[src/rtl/irq_entry_pkg.sv]
// Shared constants, sequencer state type and the saved control-word layout
// for the nested interrupt entry controller.
package irq_entry_pkg;
    localparam int LVL_W       = 5;
    localparam int PC_W        = 32;
    localparam int PC_TR_BIT   = 0;
    localparam int PC_ST_BIT   = 1;
    localparam int PC_MASK_LSB = 16;
    localparam logic [LVL_W-1:0] LVL_MAX = '1;
    localparam logic [2:0] RS_INTR = 3'b111;

    typedef enum logic [2:0] {
        ST_IDLE, ST_EW0, ST_EW1, ST_EDONE,
        ST_RR0, ST_RR1, ST_RR2, ST_RDONE
    } seq_t;

    // Pack mask, interrupted flag and trace enable into the saved word.
    function automatic logic [PC_W-1:0] pack_pc(input logic [LVL_W-1:0] m,
                                                input logic s, input logic t);
        logic [PC_W-1:0] w;
        w = '0;
        w[PC_MASK_LSB +: LVL_W] = m;
        w[PC_ST_BIT] = s;
        w[PC_TR_BIT] = t;
        return w;
    endfunction
endpackage

[src/rtl/irq_pick.sv]
// Request selector: finds the highest priority strictly above the mask.
// Ties go to the lowest line index, and the non-maskable request overrides
// everything. Purely combinational; the clock exists only for its checks.
module irq_pick
    import irq_entry_pkg::*;
#(
    parameter int NREQ  = 8,
    parameter int VEC_W = $clog2(NREQ + 1)
) (
    input  logic                    clk,
    input  logic                    rst_n,
    input  logic [NREQ-1:0]         req,
    input  logic [NREQ*LVL_W-1:0]   prio,
    input  logic                    nmi,
    input  logic [LVL_W-1:0]        mask,
    output logic                    take,
    output logic [LVL_W-1:0]        take_lvl,
    output logic [VEC_W-1:0]        take_vec
);
    logic [LVL_W-1:0] prio_a [NREQ];
    logic [LVL_W-1:0] best;

    for (genvar g = 0; g < NREQ; g++) begin : g_unpack
        assign prio_a[g] = prio[g*LVL_W +: LVL_W];
    end

    // Scan lines in index order; strict compare keeps the lowest index on ties.
    always_comb begin
        take     = 1'b0;
        take_lvl = '0;
        take_vec = '0;
        best     = mask;
        for (int i = 0; i < NREQ; i++) begin
            if (req[i] && (prio_a[i] > best)) begin
                best     = prio_a[i];
                take     = 1'b1;
                take_lvl = prio_a[i];
                take_vec = VEC_W'(i);
            end
        end
        if (nmi) begin
            take     = 1'b1;
            take_lvl = LVL_MAX;
            take_vec = VEC_W'(NREQ);
        end
    end

    assert_pick_above_mask_R2: assert property (@(posedge clk) disable iff (!rst_n)
        (take && !nmi) |-> (take_lvl > mask));
    assert_nmi_taken_R4: assert property (@(posedge clk) disable iff (!rst_n)
        nmi |-> (take && take_lvl == LVL_MAX));
endmodule

[src/rtl/irq_seq.sv]
// Entry/return sequencer. Owns mask level, interrupted flag and trace enable.
// It runs a two-write entry and a two-read return through the memory port.
// Assumes memory read data returns one cycle after mem_re, and that the core
// provides the frame pointer of the record being left when it pulses ret_req.
module irq_seq
    import irq_entry_pkg::*;
#(
    parameter int NREQ       = 8,
    parameter int VEC_W      = $clog2(NREQ + 1),
    parameter int ADDR_W     = 32,
    parameter int DATA_W     = 32,
    parameter logic [ADDR_W-1:0] STACK_BASE = 32'h0000_0400
) (
    input  logic                clk,
    input  logic                rst_n,
    input  logic                take,
    input  logic [LVL_W-1:0]    take_lvl,
    input  logic [VEC_W-1:0]    take_vec,
    input  logic                ret_req,
    input  logic [ADDR_W-1:0]   cur_fp,
    input  logic [DATA_W-1:0]   ac_in,
    output logic                mem_we,
    output logic                mem_re,
    output logic [ADDR_W-1:0]   mem_addr,
    output logic [DATA_W-1:0]   mem_wdata,
    input  logic [DATA_W-1:0]   mem_rdata,
    output logic                hstart,
    output logic [VEC_W-1:0]    hvec,
    output logic [ADDR_W-1:0]   new_fp,
    output logic [2:0]          ret_stat,
    output logic [LVL_W-1:0]    mask_lvl,
    output logic                intr_state,
    output logic                trace_en,
    output logic                ret_done,
    output logic [DATA_W-1:0]   ac_out,
    output logic                outer_exit
);
    seq_t               st;
    logic [LVL_W-1:0]   lvl_q, rd_mask;
    logic [VEC_W-1:0]   vec_q;
    logic [ADDR_W-1:0]  base_q, rfp_q;
    logic [DATA_W-1:0]  pc_q, ac_q;
    logic               rd_st, rd_tr;

    // Sequencer state, latched operands and control-state register updates.
    always_ff @(posedge clk) begin
        if (!rst_n) begin
            st <= ST_IDLE;  mask_lvl <= '0;  intr_state <= 1'b0;  trace_en <= 1'b0;
            lvl_q <= '0;  vec_q <= '0;  base_q <= '0;  rfp_q <= '0;
            pc_q <= '0;  ac_q <= '0;  ac_out <= '0;
            rd_mask <= '0;  rd_st <= 1'b0;  rd_tr <= 1'b0;
        end else begin
            case (st)
                ST_IDLE: begin
                    if (ret_req) begin
                        rfp_q <= cur_fp;
                        st    <= ST_RR0;
                    end else if (take) begin
                        lvl_q  <= take_lvl;
                        vec_q  <= take_vec;
                        base_q <= intr_state ? cur_fp : STACK_BASE;
                        pc_q   <= DATA_W'(pack_pc(mask_lvl, intr_state, trace_en));
                        ac_q   <= ac_in;
                        st     <= ST_EW0;
                    end
                end
                ST_EW0:   st <= ST_EW1;
                ST_EW1: begin
                    mask_lvl   <= lvl_q;
                    intr_state <= 1'b1;
                    trace_en   <= 1'b0;
                    st         <= ST_EDONE;
                end
                ST_EDONE: st <= ST_IDLE;
                ST_RR0:   st <= ST_RR1;
                ST_RR1: begin
                    rd_mask <= mem_rdata[PC_MASK_LSB +: LVL_W];
                    rd_st   <= mem_rdata[PC_ST_BIT];
                    rd_tr   <= mem_rdata[PC_TR_BIT];
                    st      <= ST_RR2;
                end
                ST_RR2: begin
                    ac_out     <= mem_rdata;
                    mask_lvl   <= rd_mask;
                    intr_state <= rd_st;
                    trace_en   <= rd_tr;
                    st         <= ST_RDONE;
                end
                default:  st <= ST_IDLE;
            endcase
        end
    end

    // Memory strobes, address and data for the record traffic.
    always_comb begin
        mem_we    = (st == ST_EW0) || (st == ST_EW1);
        mem_re    = (st == ST_RR0) || (st == ST_RR1);
        mem_addr  = '0;
        mem_wdata = '0;
        case (st)
            ST_EW0: begin mem_addr = base_q;                 mem_wdata = pc_q; end
            ST_EW1: begin mem_addr = base_q + ADDR_W'(4);    mem_wdata = ac_q; end
            ST_RR0:       mem_addr = rfp_q - ADDR_W'(16);
            ST_RR1:       mem_addr = rfp_q - ADDR_W'(12);
            default: ;
        endcase
    end

    // Hand-off signals to the core.
    assign hstart     = (st == ST_EDONE);
    assign hvec       = vec_q;
    assign new_fp     = base_q + ADDR_W'(16);
    assign ret_stat   = hstart ? RS_INTR : 3'b000;
    assign ret_done   = (st == ST_RDONE);
    assign outer_exit = ret_done && !intr_state;

    assert_mem_excl_R10: assert property (@(posedge clk) disable iff (!rst_n)
        !(mem_we && mem_re));
    assert_entry_state_R7: assert property (@(posedge clk) disable iff (!rst_n)
        hstart |-> (intr_state && !trace_en));
    assert_record_stride_R6: assert property (@(posedge clk) disable iff (!rst_n)
        (mem_we && $past(mem_we)) |-> (mem_addr == $past(mem_addr) + ADDR_W'(4)));
    assert_new_fp_R5: assert property (@(posedge clk) disable iff (!rst_n)
        hstart |-> (new_fp == $past(mem_addr) + ADDR_W'(12)));
    assert_outer_exit_R9: assert property (@(posedge clk) disable iff (!rst_n)
        outer_exit |-> (ret_done && !intr_state));
endmodule

[src/rtl/irq_entry_ctrl.sv]
// Top of the nested priority interrupt entry controller: the request
// selector feeds the entry/return sequencer, which owns the control state.
module irq_entry_ctrl
    import irq_entry_pkg::*;
#(
    parameter int NREQ       = 8,
    parameter int ADDR_W     = 32,
    parameter int DATA_W     = 32,
    parameter logic [ADDR_W-1:0] STACK_BASE = 32'h0000_0400,
    localparam int VEC_W     = $clog2(NREQ + 1)
) (
    input  logic                    clk,
    input  logic                    rst_n,
    input  logic [NREQ-1:0]         irq_req,
    input  logic [NREQ*LVL_W-1:0]   irq_prio,
    input  logic                    nmi_req,
    input  logic                    ret_req,
    input  logic [ADDR_W-1:0]       cur_fp,
    input  logic [DATA_W-1:0]       ac_in,
    output logic                    mem_we,
    output logic                    mem_re,
    output logic [ADDR_W-1:0]       mem_addr,
    output logic [DATA_W-1:0]       mem_wdata,
    input  logic [DATA_W-1:0]       mem_rdata,
    output logic                    hstart,
    output logic [VEC_W-1:0]        hvec,
    output logic [ADDR_W-1:0]       new_fp,
    output logic [2:0]              ret_stat,
    output logic [LVL_W-1:0]        mask_lvl,
    output logic                    intr_state,
    output logic                    trace_en,
    output logic                    ret_done,
    output logic [DATA_W-1:0]       ac_out,
    output logic                    outer_exit
);
    logic               take;
    logic [LVL_W-1:0]   take_lvl;
    logic [VEC_W-1:0]   take_vec;

    irq_pick #(.NREQ(NREQ), .VEC_W(VEC_W)) u_pick (
        .clk(clk), .rst_n(rst_n), .req(irq_req), .prio(irq_prio), .nmi(nmi_req),
        .mask(mask_lvl), .take(take), .take_lvl(take_lvl), .take_vec(take_vec)
    );

    irq_seq #(.NREQ(NREQ), .VEC_W(VEC_W), .ADDR_W(ADDR_W), .DATA_W(DATA_W),
              .STACK_BASE(STACK_BASE)) u_seq (
        .clk(clk), .rst_n(rst_n), .take(take), .take_lvl(take_lvl), .take_vec(take_vec),
        .ret_req(ret_req), .cur_fp(cur_fp), .ac_in(ac_in),
        .mem_we(mem_we), .mem_re(mem_re), .mem_addr(mem_addr), .mem_wdata(mem_wdata),
        .mem_rdata(mem_rdata), .hstart(hstart), .hvec(hvec), .new_fp(new_fp),
        .ret_stat(ret_stat), .mask_lvl(mask_lvl), .intr_state(intr_state),
        .trace_en(trace_en), .ret_done(ret_done), .ac_out(ac_out), .outer_exit(outer_exit)
    );
endmodule

[config.mk]
export PLATFORM = sky130hd
export DESIGN_NAME = irq_entry_ctrl
export DESIGN_NICKNAME = d
export VERILOG_FILES = /design/src/rtl/irq_entry_pkg.sv /design/src/rtl/irq_pick.sv /design/src/rtl/irq_seq.sv /design/src/rtl/irq_entry_ctrl.sv
export SDC_FILE = /design/constraint.sdc
export NUM_CORES = 1
export LEC_CHECK = 0
export BUFFER_PORTS_ARGS = -buffer_cell sky130_fd_sc_hd__buf_2
export CAP_MARGIN = 20
export CORE_UTILIZATION = 35
export CTS_CLUSTER_SIZE = 20
export DETAILED_ROUTE_END_ITERATION = 12
export PLACE_DENSITY_LB_ADDON = 0.3
export SYNTH_ARGS = -nofsm -noshare
export SYNTH_HDL_FRONTEND = slang
export SYNTH_HIERARCHICAL = 1
export SYNTH_SLANG_ARGS = --single-unit
[constraint.sdc]
create_clock -name clk -period 39.1 [get_ports clk]
set_clock_uncertainty 0.15 [all_clocks]
set_input_delay 5.865 -clock clk [delete_from_list [all_inputs] [get_ports clk]]
set_output_delay 5.865 -clock clk [all_outputs]
set_load 0.005 [all_outputs]
==> out/results.tsv, run 1 <==
stage	metric	value	unit
run_status	status	finished, final reports clean	
floorplan	coreArea	30900	um^2
grt	grt_pass1_vias	10700	
grt	grt_max_degree	84	
cts	tritoncts	built	
floorplan	die_w	180	um
cts	clk_pin_slew	80	ps
floorplan	die-area	32500	um^2
floorplan	ioPinCount	295	
cts	cts_made_buffers	17	
sta	final.period_utilization	53.7	%
placement	gp_congestion	0.937	
synthesis	synth.distinct_cells	101	
sta	fmax	47.6	MHz
cts	clk_latency	430	ps
worst_setup_path	crit_start	irq_prio[1]	
cts	h-tree-depth	4	
grt	antenna_found_initial	4	
power	vdd_ir_drop_max	21.3	uV
detailed_routing	met1_length	16000	um
power	power_frac_clock	28.3	%
placement	io_buffers	294	
worst_setup_path	r2r_slack	23050	ps
power	pwr_density_cell	44.0	nW/um^2
synthesis	yosysTopAreaCell	dfxtp_1	
worst_setup_path	cp_max_fo	63	
worst_setup_path	critPathMaxStageDelay	790	ps
synthesis	synthFlopType	dfxtp_1	
detailed_routing	drc	0	
detailed_routing	first_pass_iters	8	
synthesis	syn_area	11100	um^2
detailed_routing	met3_wirelength	2720	um
synthesis	synthTopCellsByArea	dfxtp_1, nand2_1, a21boi_0, ha_1, xnor2_1	
worst_setup_path	setup.worst_path.end_class	register	
placement	dp_hpwl	27900	um
power	p_leak	5.56	nW
worst_hold_path	hp-class	register to register	
floorplan	start_util	36.0	%
placement	dpl_cell_area	12700	um^2
synthesis	synth_top_area_share	29.0	%
detailed_routing	ant_nets	0	
synthesis	yosysWarningCount	6	
run	maxCapViolCount	0	
detailed_routing	route.vias.total	11400	
power	sw_frac_of_total	39.5	%
cts	cts_sinks	161	
worst_setup_path	worst_path_max_delay_cell	or4_2	
synthesis	syn_avg_cell_area	7.57	um^2
synthesis	synth_seq_cells	161	
detailed_routing	drt-wirelength-per-cell	17.7	um
sta	holdWs	310	ps
grt	grt_overflow	0	
worst_setup_path	endpoint	u_seq/ac_q[27]	
synthesis	yosysSeqAreaShare	29.0	%
placement	dp_cells	2059	
synthesis	synthArstFlopShare	0	%
worst_setup_path	critical_path_class	primary input to register	
detailed_routing	wl_met2	17700	um
detailed_routing	drtIter0Drc	932	
synthesis	synth_most_common_cell	nand2_1	
cts	clockBufferDepth	2	
power	p_total	587	uW
sta	tightest_slew	1080	ps
synthesis	synth_edf_count	0	
detailed_routing	dr.max_layer_used	met5	
floorplan	core.rowCount	64	
sta	min_period	20990	ps
detailed_routing	via_per_inst	5.45	
floorplan	die_y	180	um
layout	nets	1867	
grt	grt_pass1_wl	58100	um
sta	setup_tns	0	ps
synthesis	synthTopCellsByCount	nand2_1, dfxtp_1, a21boi_0	
power	p_comb_share	39.7	%
layout	drive_gt1_share	23.6	%
sta	rsz0062_at_grt	false	
cts	cts_setup_buffers	0	
worst_setup_path	cp.arrival	21140	ps
power	pwr-share-seq	32.0	%
synthesis	syn_inst	1470	
worst_setup_path	start_kind	primary input	
layout	final-instance-count-excl-fill	2096	
worst_setup_path	regToRegStartpoint	u_seq/mask_lvl[3]	
worst_setup_path	cpMostUsedCell	ha_1	
power	internal_power	355	uW
sta	finalSetupViolations	0	
worst_hold_path	whs_path_depth	2	
power	switching_power	232	uW
detailed_routing	wl	37000	um
cts	post_cts_resized	0	
cts	postCtsHoldBufs	0	
sta	hold_viol_final	0	
worst_setup_path	cp.required	39250	ps
sta	slew_violations	0	
worst_setup_path	reg2regPathDepth	66	
grt	grt_util_all_layers	22.2	%
cts	root_buffer	clkbuf_16	
worst_setup_path	reg2reg_to	u_seq/ac_q[27]	
layout	syn_to_final_growth	19.9	%
synthesis	syn_nets	1653	
sta	max_slew_margin	28.2	%
layout	fin_area	13300	um^2
[flip-flops by register name (all words and copies together), names as in the netlist]
register / cells
u_seq/ac_out: 32
u_seq/rd_st: 1
u_seq/hvec: 4
u_seq/base_q: 32
u_seq/rd_mask: 5
u_seq/lvl_q: 5
u_seq/rd_tr: 1
u_seq/intr_state: 1
u_seq/mask_lvl: 5
u_seq/trace_en: 1
u_seq/rfp_q: 32
u_seq/pc_q: 7
u_seq/ac_q: 32
u_seq/st: 3
[how the worst min path moves through the flow]
stage	from	slack, ps	endpoint
after floorplan	u_seq/rd_st	290	u_seq/rd_st
after CTS	u_seq/ac_q[4]	320	u_seq/ac_q[4]
final	u_seq/ac_out[18]	310	u_seq/ac_out[18]
after global placement	u_seq/ac_out[1]	290	u_seq/ac_out[1]
after global routing	u_seq/ac_out[20]	330	u_seq/ac_out[20]
after detailed placement	u_seq/ac_out[16]	300	u_seq/ac_out[16]
[per-layer routing]
| layer | up-vias | track usage, % |
|---|---|---|
| met5 | - | 0 |
| met4 | 2 | 5.37 |
| met3 | 43 | 4.73 |
| met2 | 465 | 38.3 |
| met1 | 5323 | 28.1 |
| li1 | 5584 | - |
[worst max-delay path: cells and delay by family]
family          cells  cell delay (ps)
buf+inv             7             1030
fa+ha+maj           9             2620
compound gates     24             6470
simple gates       22             3920
mux                 4             1150
[power by group through the flow]
stage	combinational (mW)	sequential, mW	clock (mW)
3_5_place_dp	0.229	0.192	0
6_report	0.233	0.188	0.166
5_1_grt	0.257	0.190	0.177
4_1_cts	0.231	0.188	0.170
3_3_place_gp	0.228	0.191	0
2_1_floorplan	0.172	0.186	0
[cells by family after synthesis]
kind of cell,count (synthesis),synth area share [%]
AND/OR/NAND/NOR,642,27.9
AO/OA/AOI/OAI,383,25.6
adder cells (fa/ha/maj),38,4.22
XOR/XNOR,56,4.41
multiplexers,30,2.80
flip-flops,161,29.0
buffers and inverters,160,6.13
[area by class of cell]
class,instances,area [um^2]
diodes,3,7.51
clock buffers,17,425
clock inverters,15,163
fillers,3264,17600
inverters,46,173
multi-input cells,1149,7250
flip-flops and latches,161,3220
well taps,396,495
repair buffers,309,1600
[placed cells by master, fill, tap and decap left out, types with 11 or more instances in the layout]
cell / n
a21oi_1: 37
and2_1: 36
o21ai_1: 11
xor2_1: 16
a21boi_1: 32
ha_1: 35
nor3_1: 16
nand4_1: 22
nor2_1: 58
clkbuf_16: 17
xnor2_1: 40
o21a_1: 12
a31oi_1: 13
o21ai_0: 42
dfxtp_1: 161
nand2b_1: 11
nand2_1: 348
a21boi_0: 122
nand3_1: 68
buf_2: 293
buf_4: 14
o211ai_1: 11
mux2i_1: 24
inv_1: 45
[through the flow]
stage	utilization (%)	setup WS [ps]
final	43.2	18110
after global placement	41.1	18310
after global routing	43.2	16650
after CTS	43.0	18300
after detailed placement	41.1	17900
after floorplan	-	20300
(Power assumes the default switching activity.)
==> run 2: changes to the inputs <==
- ABC_AREA: not set -> 1
- clock period: 39.1 -> 21.4 ns (I/O delays scaled with it)
==> out/results.tsv, run 2 <==
stage	metric	value	unit	change
cts	tritoncts	built		unchanged
synthesis	synthTopCellsByArea	dfxtp_1, nand2_1, a21oi_1, o21ai_0, inv_1		was dfxtp_1, nand2_1, a21boi_0, ha_1, xnor2_1
synthesis	syn_area	11100	um^2	about the same
power	sw_frac_of_total	38.6	%	was 39.5%
synthesis	yosysSeqAreaShare	29.1	%	was 29.0%
grt	antenna_found_initial	6		was 4
layout	diodes	0		was 3
detailed_routing	wl	40500	um	was 37,000 um
floorplan	die-area	32400	um^2	was 32,500 um^2
layout	fin_area	13300	um^2	about the same
synthesis	synth.distinct_cells	45		was 101
worst_hold_path	hp-class	register to register		unchanged
worst_setup_path	cp.required	21620	ps	was 39,250 ps
detailed_routing	drt-wirelength-per-cell	16.8	um	was 17.7 um
sta	hold_viol_final	0		unchanged
worst_hold_path	min-delay-start	u_seq/rfp_q[0]		was u_seq/ac_out[18]
synthesis	yosysWarningCount	6		unchanged
placement	dp_hpwl	31100	um	was 27,900 um
sta	slew_violations	0		unchanged
synthesis	synth_seq_cells	161		unchanged
synthesis	yosysTopAreaCell	dfxtp_1		unchanged
worst_setup_path	crit_cells	79		was 66
synthesis	syn_avg_cell_area	6.27	um^2	was 7.57 um^2
grt	grt_max_degree	118		was 84
power	power_frac_clock	32.2	%	was 28.3%
cts	postCtsHoldBufs	0		unchanged
grt	grt_overflow	0		unchanged
worst_setup_path	cp.arrival	15510	ps	was 21,140 ps
detailed_routing	via_per_inst	5.16		was 5.45
cts	root_buffer	clkbuf_16		unchanged
floorplan	die_w	180	um	about the same
worst_setup_path	reg2reg_to	u_seq/base_q[10]		was u_seq/ac_q[27]
sta	final.period_utilization	71.4	%	
sta	fmax	65.4	MHz	
power	switching_power	397	uW	was 232 uW
worst_setup_path	r2r_slack	8410	ps	was 23,050 ps
sta	finalSetupViolations	0		unchanged
layout	layout_common_cells	nand2_1, buf_2, inv_1		was nand2_1, buf_2, dfxtp_1
cts	clk_pin_slew	70	ps	was 80 ps
cts	cts_setup_buffers	0		unchanged
floorplan	coreArea	30900	um^2	unchanged
layout	final_common_cell	nand2_1		unchanged
sta	max_slew_margin	28.0	%	was 28.2%
layout	nets	2184		was 1,867
sta	rsz0062_at_grt	false		unchanged
cts	cts_sinks	161		unchanged
sta	setup_tns	0	ps	unchanged
synthesis	synthTopCellsByCount	nand2_1, inv_1, nor2_1		was nand2_1, dfxtp_1, a21boi_0
power	p_total	1.03	mW	was 587 uW
synthesis	synthArstFlopShare	0	%	unchanged
cts	h-tree-depth	4		unchanged
detailed_routing	drtIter0Drc	1062		was 932
worst_setup_path	cp_max_fo	61		was 63
power	vdd_ir_drop_max	71.7	uV	was 21.3 uV
worst_hold_path	hold_path_end	u_seq/rfp_q[0]		was u_seq/ac_out[18]
cts	clockBufferDepth	2		unchanged
power	p_leak	6.47	nW	was 5.56 nW
floorplan	die_y	180	um	about the same
placement	dpl_cell_area	12600	um^2	was 12,700 um^2
placement	gp_congestion	0.948		was 0.937
worst_hold_path	whs_path_depth	2		unchanged
sta	min_period	15290	ps	
worst_setup_path	regToRegStartpoint	u_seq/mask_lvl[4]		was u_seq/mask_lvl[3]
power	p_comb_share	33.9	%	was 39.7%
grt	grt_pass1_wl	62800	um	was 58,100 um
worst_setup_path	setup.worst_path.end_class	register		unchanged
grt	grt_pass1_vias	11600		was 10,700
layout	drive_gt1_share	21.3	%	was 23.6%
placement	io_buffers	294		unchanged
detailed_routing	route.vias.total	12400		was 11,400
worst_setup_path	critPathBufInv	18		was 7
detailed_routing	drc	0		unchanged
sta	postLayoutSetupSlackWorst	6110	ps	was 18,110 ps
synthesis	synthFlopType	dfxtp_1		unchanged
layout	syn_to_final_growth	20.1	%	was 19.9%
floorplan	ioPinCount	295		unchanged
synthesis	syn_inst	1768		was 1,470
grt	grt_util_all_layers	24.7	%	was 22.2%
layout	n_fill_cell	3295		was 3,264
worst_setup_path	critPathMaxStageDelay	680	ps	was 790 ps
worst_setup_path	crit_family	simple AND/OR/NAND/NOR gates		was compound AO/OA/AOI/OAI gates
worst_setup_path	start_kind	primary input		unchanged
worst_setup_path	reg2regPathDepth	80		was 66
worst_setup_path	worst_path_max_delay_cell	o211ai_1		was or4_2
power	pwr-share-seq	33.9	%	was 32.0%
power	internal_power	632	uW	was 355 uW
floorplan	start_util	35.9	%	was 36.0%
synthesis	synth_edf_count	0		unchanged
detailed_routing	ant_nets	0		unchanged
worst_setup_path	cpMostUsedCell	nand2_1		was ha_1
run	maxCapViolCount	0		unchanged
cts	cts_made_buffers	17		unchanged
synthesis	synth_top_area_share	29.1	%	was 29.0%
worst_setup_path	critical_path_class	primary input to register		unchanged
floorplan	core.rowCount	64		unchanged
synthesis	synth_most_common_cell	nand2_1		unchanged
detailed_routing	first_pass_iters	5		was 8
cts	clk_latency	440	ps	was 430 ps
placement	place_ws	5430	ps	was 17,900 ps
sta	tightest_slew	1080	ps	about the same
power	pwr_density_cell	77.2	nW/um^2	was 44.0 nW/um^2
cts	post_cts_resized	0		unchanged
synthesis	syn_nets	1951		was 1,653
run_status	status	finished, final reports clean		unchanged
==> run 2: cell types whose count changed in the layout (fill, tap and decap cells not counted), sizes merged, moves of 13 or more <==
cell	previous run	this run
or3	13	0
nor2	58	240
nor4	18	0
and2	37	1
xnor2	40	4
a21boi	155	0
inv	53	227
a21oi	38	168
nand2	348	435
mux2i	24	0
nand3	71	127
o21ai	55	169
==> run 2: worst max path at each step <==
stage,from,to,slack [ps]
2_1_floorplan,irq_prio[4],u_seq/ac_q[12],8540
3_3_place_gp,irq_prio[4],u_seq/base_q[10],5830
3_5_place_dp,irq_prio[4],u_seq/base_q[10],5430
4_1_cts,irq_prio[4],u_seq/base_q[10],5860
5_1_grt,irq_prio[4],u_seq/ac_q[29],4650
6_report,irq_prio[4],u_seq/base_q[10],6110
==> run 2: stage by stage <==
step           util (%)  std cells  hold slack, ps
3_3_place_gp       40.9       2376             285
2_1_floorplan         -       1768             275
4_1_cts            42.9       2408             303
6_report           43.1       2410             305
5_1_grt            43.1       2410             327
3_5_place_dp       40.9       2376             293
==> run 2: tightest hold or removal path, stage by stage (launching register included) <==
cell	delay, ps
dfxtp_1	300
inv_1	50
a21oi_1	60
==> run 2: cell type report <==
| class | count | area, um^2 | area share [%] |
|---|---|---|---|
| Timing Repair Buffer | 301 | 1560 | 11.7 |
| Clock buffer | 18 | 439 | 3.30 |
| Multi-Input combinational cell | 1300 | 6590 | 49.5 |
| Clock inverter | 14 | 191 | 1.44 |
| Tap cell | 396 | 495 | 3.72 |
| Sequential cell | 161 | 3220 | 24.2 |
| Inverter | 220 | 826 | 6.20 |
==> run 2: metal layers <==
layer / part of all wire [%] / track usage, % / up-vias
met3: 7.5 / 5.39 / 79
met1: 42 / 30.4 / 5636
met2: 47 / 41.6 / 516
met5: 0.13 / 0 / -
met4: 3.2 / 10.3 / 10
li1: - / - / 6189
==> run 2: kinds of logic after synthesis <==
| logic type | Yosys count | share of synthesized area (%) |
|---|---|---|
| adders and majority gates | 35 | 3.95 |
| and+or+nand+nor | 855 | 34.5 |
| buffers and inverters | 307 | 11.6 |
| DFF | 161 | 29.1 |
| xor gates and xnor gates | 29 | 2.36 |
| AOI/OAI and AO/OA | 381 | 18.5 |
==> run 2: power groups by stage <==
| stage | Combinational (mW) | Sequential, mW | Clock (mW) |
|---|---|---|---|
| global placement | 0.334 | 0.354 | 0 |
| detailed placement | 0.340 | 0.354 | 0 |
| CTS | 0.342 | 0.348 | 0.339 |
| finish | 0.349 | 0.348 | 0.331 |
| floorplan | 0.247 | 0.346 | 0 |
| global route | 0.394 | 0.351 | 0.351 |
==> run 3: changes to the inputs <==
- clock period: 21.4 -> 15.4 ns (I/O delays scaled with it)
==> out/results.tsv, run 3 (synthesis gave the netlist of run 2 again) <==
stage	metric	value	unit	change
worst_setup_path	cp_max_fo	42		was 61
sta	fmax	72.0	MHz	
run	maxCapViolCount	0		unchanged
layout	n_fill_cell	3312		was 3,295
placement	dp_hpwl	31500	um	was 31,100 um
sta	slew_violations	0		unchanged
detailed_routing	wl	40800	um	was 40,500 um
placement	io_buffers	294		unchanged
worst_setup_path	regToRegStartpoint	u_seq/mask_lvl[4]		unchanged
sta	finalSetupViolations	0		unchanged
grt	grt_max_degree	75		was 118
power	internal_power	851	uW	was 632 uW
floorplan	start_util	35.9	%	unchanged
layout	nets	2189		was 2,184
cts	cts_setup_buffers	0		unchanged
sta	setup_tns	0	ps	unchanged
cts	post_cts_resized	0		unchanged
detailed_routing	drc	0		unchanged
worst_hold_path	min-delay-start	u_seq/ac_q[1]		was u_seq/rfp_q[0]
cts	root_buffer	clkbuf_16		unchanged
power	p_leak	6.48	nW	was 6.47 nW
worst_setup_path	cpMostUsedCell	nand2_1		unchanged
sta	min_period	13890	ps	
detailed_routing	ant_nets	0		unchanged
cts	tritoncts	built		unchanged
power	vdd_ir_drop_max	87.9	uV	was 71.7 uV
grt	antenna_found_initial	4		was 6
layout	syn_to_final_growth	20.2	%	was 20.1%
cts	clk_latency	440	ps	about the same
grt	grt_overflow	0		unchanged
cts	cts_made_buffers	17		unchanged
cts	cts_sinks	161		unchanged
floorplan	die_w	180	um	unchanged
power	pwr_density_cell	107	nW/um^2	was 77.2 nW/um^2
layout	multiInputGateArea	6590	um^2	unchanged
placement	gp_congestion	0.984		was 0.948
cts	postCtsHoldBufs	0		unchanged
power	power_frac_clock	32.0	%	was 32.2%
grt	grt_pass1_vias	11700		was 11,600
detailed_routing	drt-wirelength-per-cell	16.9	um	was 16.8 um
floorplan	die-area	32400	um^2	unchanged
worst_setup_path	setup.worst_path.end_class	register		unchanged
run_status	status	finished, final reports clean		unchanged
power	sw_frac_of_total	40.4	%	was 38.6%
cts	clk_pin_slew	70	ps	about the same
floorplan	coreArea	30900	um^2	unchanged
placement	dp_cells	2380		was 2,376
worst_setup_path	critical_path_class	primary input to register		unchanged
sta	rsz0062_at_grt	false		unchanged
layout	drive_gt1_share	21.5	%	was 21.3%
detailed_routing	route.vias.total	12500		was 12,400
worst_setup_path	critPathMaxStageDelay	610	ps	was 680 ps
detailed_routing	first_pass_iters	6		was 5
grt	grt_util_all_layers	24.8	%	was 24.7%
power	p_comb_share	34.1	%	was 33.9%
worst_setup_path	crit_start	irq_prio[4]		unchanged
worst_setup_path	worst_path_max_delay_cell	o221ai_1		was o211ai_1
floorplan	die_y	180	um	unchanged
layout	final-instance-count-excl-fill	2416		was 2,410
cts	h-tree-depth	4		unchanged
sta	tightest_slew	1090	ps	was 1080 ps
layout	layout_common_cells	nand2_1, buf_2, inv_1		unchanged
power	p_total	1.43	mW	was 1.03 mW
cts	clockBufferDepth	2		unchanged
power	pwr-share-seq	33.9	%	about the same
sta	max_slew_margin	27.6	%	was 28.0%
worst_setup_path	start_kind	primary input		unchanged
worst_hold_path	hp-class	register to register		unchanged
sta	final.period_utilization	90.2	%	
sta	holdWs	304	ps	was 305 ps
power	switching_power	576	uW	was 397 uW
worst_setup_path	cp.arrival	14100	ps	was 15,510 ps
sta	hold_viol_final	0		unchanged
detailed_routing	via_per_inst	5.19		was 5.16
worst_setup_path	cp.required	15600	ps	was 21,620 ps
layout	seq_area	3220	um^2	unchanged
floorplan	core.rowCount	64		unchanged
layout	final_common_cell	nand2_1		unchanged
detailed_routing	drtIter0Drc	1108		was 1,062
grt	grt_pass1_wl	63100	um	was 62,800 um
floorplan	ioPinCount	295		unchanged
==> run 3: cell types whose count changed in the layout (fill, tap and decap cells not counted), moves of 2 or more <==
cell       change
inv_8          +2
clkinv_8       +4
bufinv_16      -2
buf_4          +7
clkinv_4       -3
==> run 3: stage by stage <==
stage | worst slack [ps] | utilization, % | area, um^2
detailed placement | 904 | 41.0 | 12700
CTS | 1340 | 43.0 | 13300
global route | 321 | 43.1 | 13300
finish | 1510 | 43.1 | 13300
global placement | 1440 | 41.0 | 12700
floorplan | 3440 | - | 11100
==> run 3: worst paths after layout <==
check,to,slack (ps),cells after the start
worst max-delay path,u_seq/base_q[6],1510,78
worst max register to register,u_seq/base_q[6],2920,78
worst min register to register,u_seq/ac_q[1],300,2
worst min-delay path,u_seq/ac_q[1],300,2
==> run 3: layout make-up <==
type,instances,area share [%]
Antenna cell,1,0.0188
Clock buffer,17,3.19
Clock inverter,15,1.50
Inverter,220,6.20
Multi-Input combinational cell,1300,49.5
Sequential cell,161,24.2
Tap cell,396,3.72
Timing Repair Buffer,306,11.7
==> run 3: worst max-delay path: cells and delay by family <==
kind / cells / cell delay [ps]
AO/OA/AOI/OAI: 14 / 2600
adder cells (fa/ha/maj): 8 / 2360
buffers and inverters: 17 / 2300
AND/OR/NAND/NOR: 39 / 4450
==> run 3: layer usage <==
| metal | vias up | track usage (%) | routed length, um |
|---|---|---|---|
| li1 | 6202 | - | - |
| met1 | 5741 | 30.3 | 17100 |
| met2 | 530 | 42.5 | 19300 |
| met3 | 68 | 4.90 | 3100 |
| met4 | 6 | 9.76 | 1260 |
| met5 | - | 0 | 45 |
==> run 3: power groups by stage <==
stage | combinational (mW) | sequential, mW | clock (mW)
final | 0.487 | 0.484 | 0.457
after global routing | 0.549 | 0.488 | 0.480
after detailed placement | 0.476 | 0.492 | 0
after CTS | 0.478 | 0.483 | 0.463
after global placement | 0.468 | 0.491 | 0
after floorplan | 0.343 | 0.480 | 0
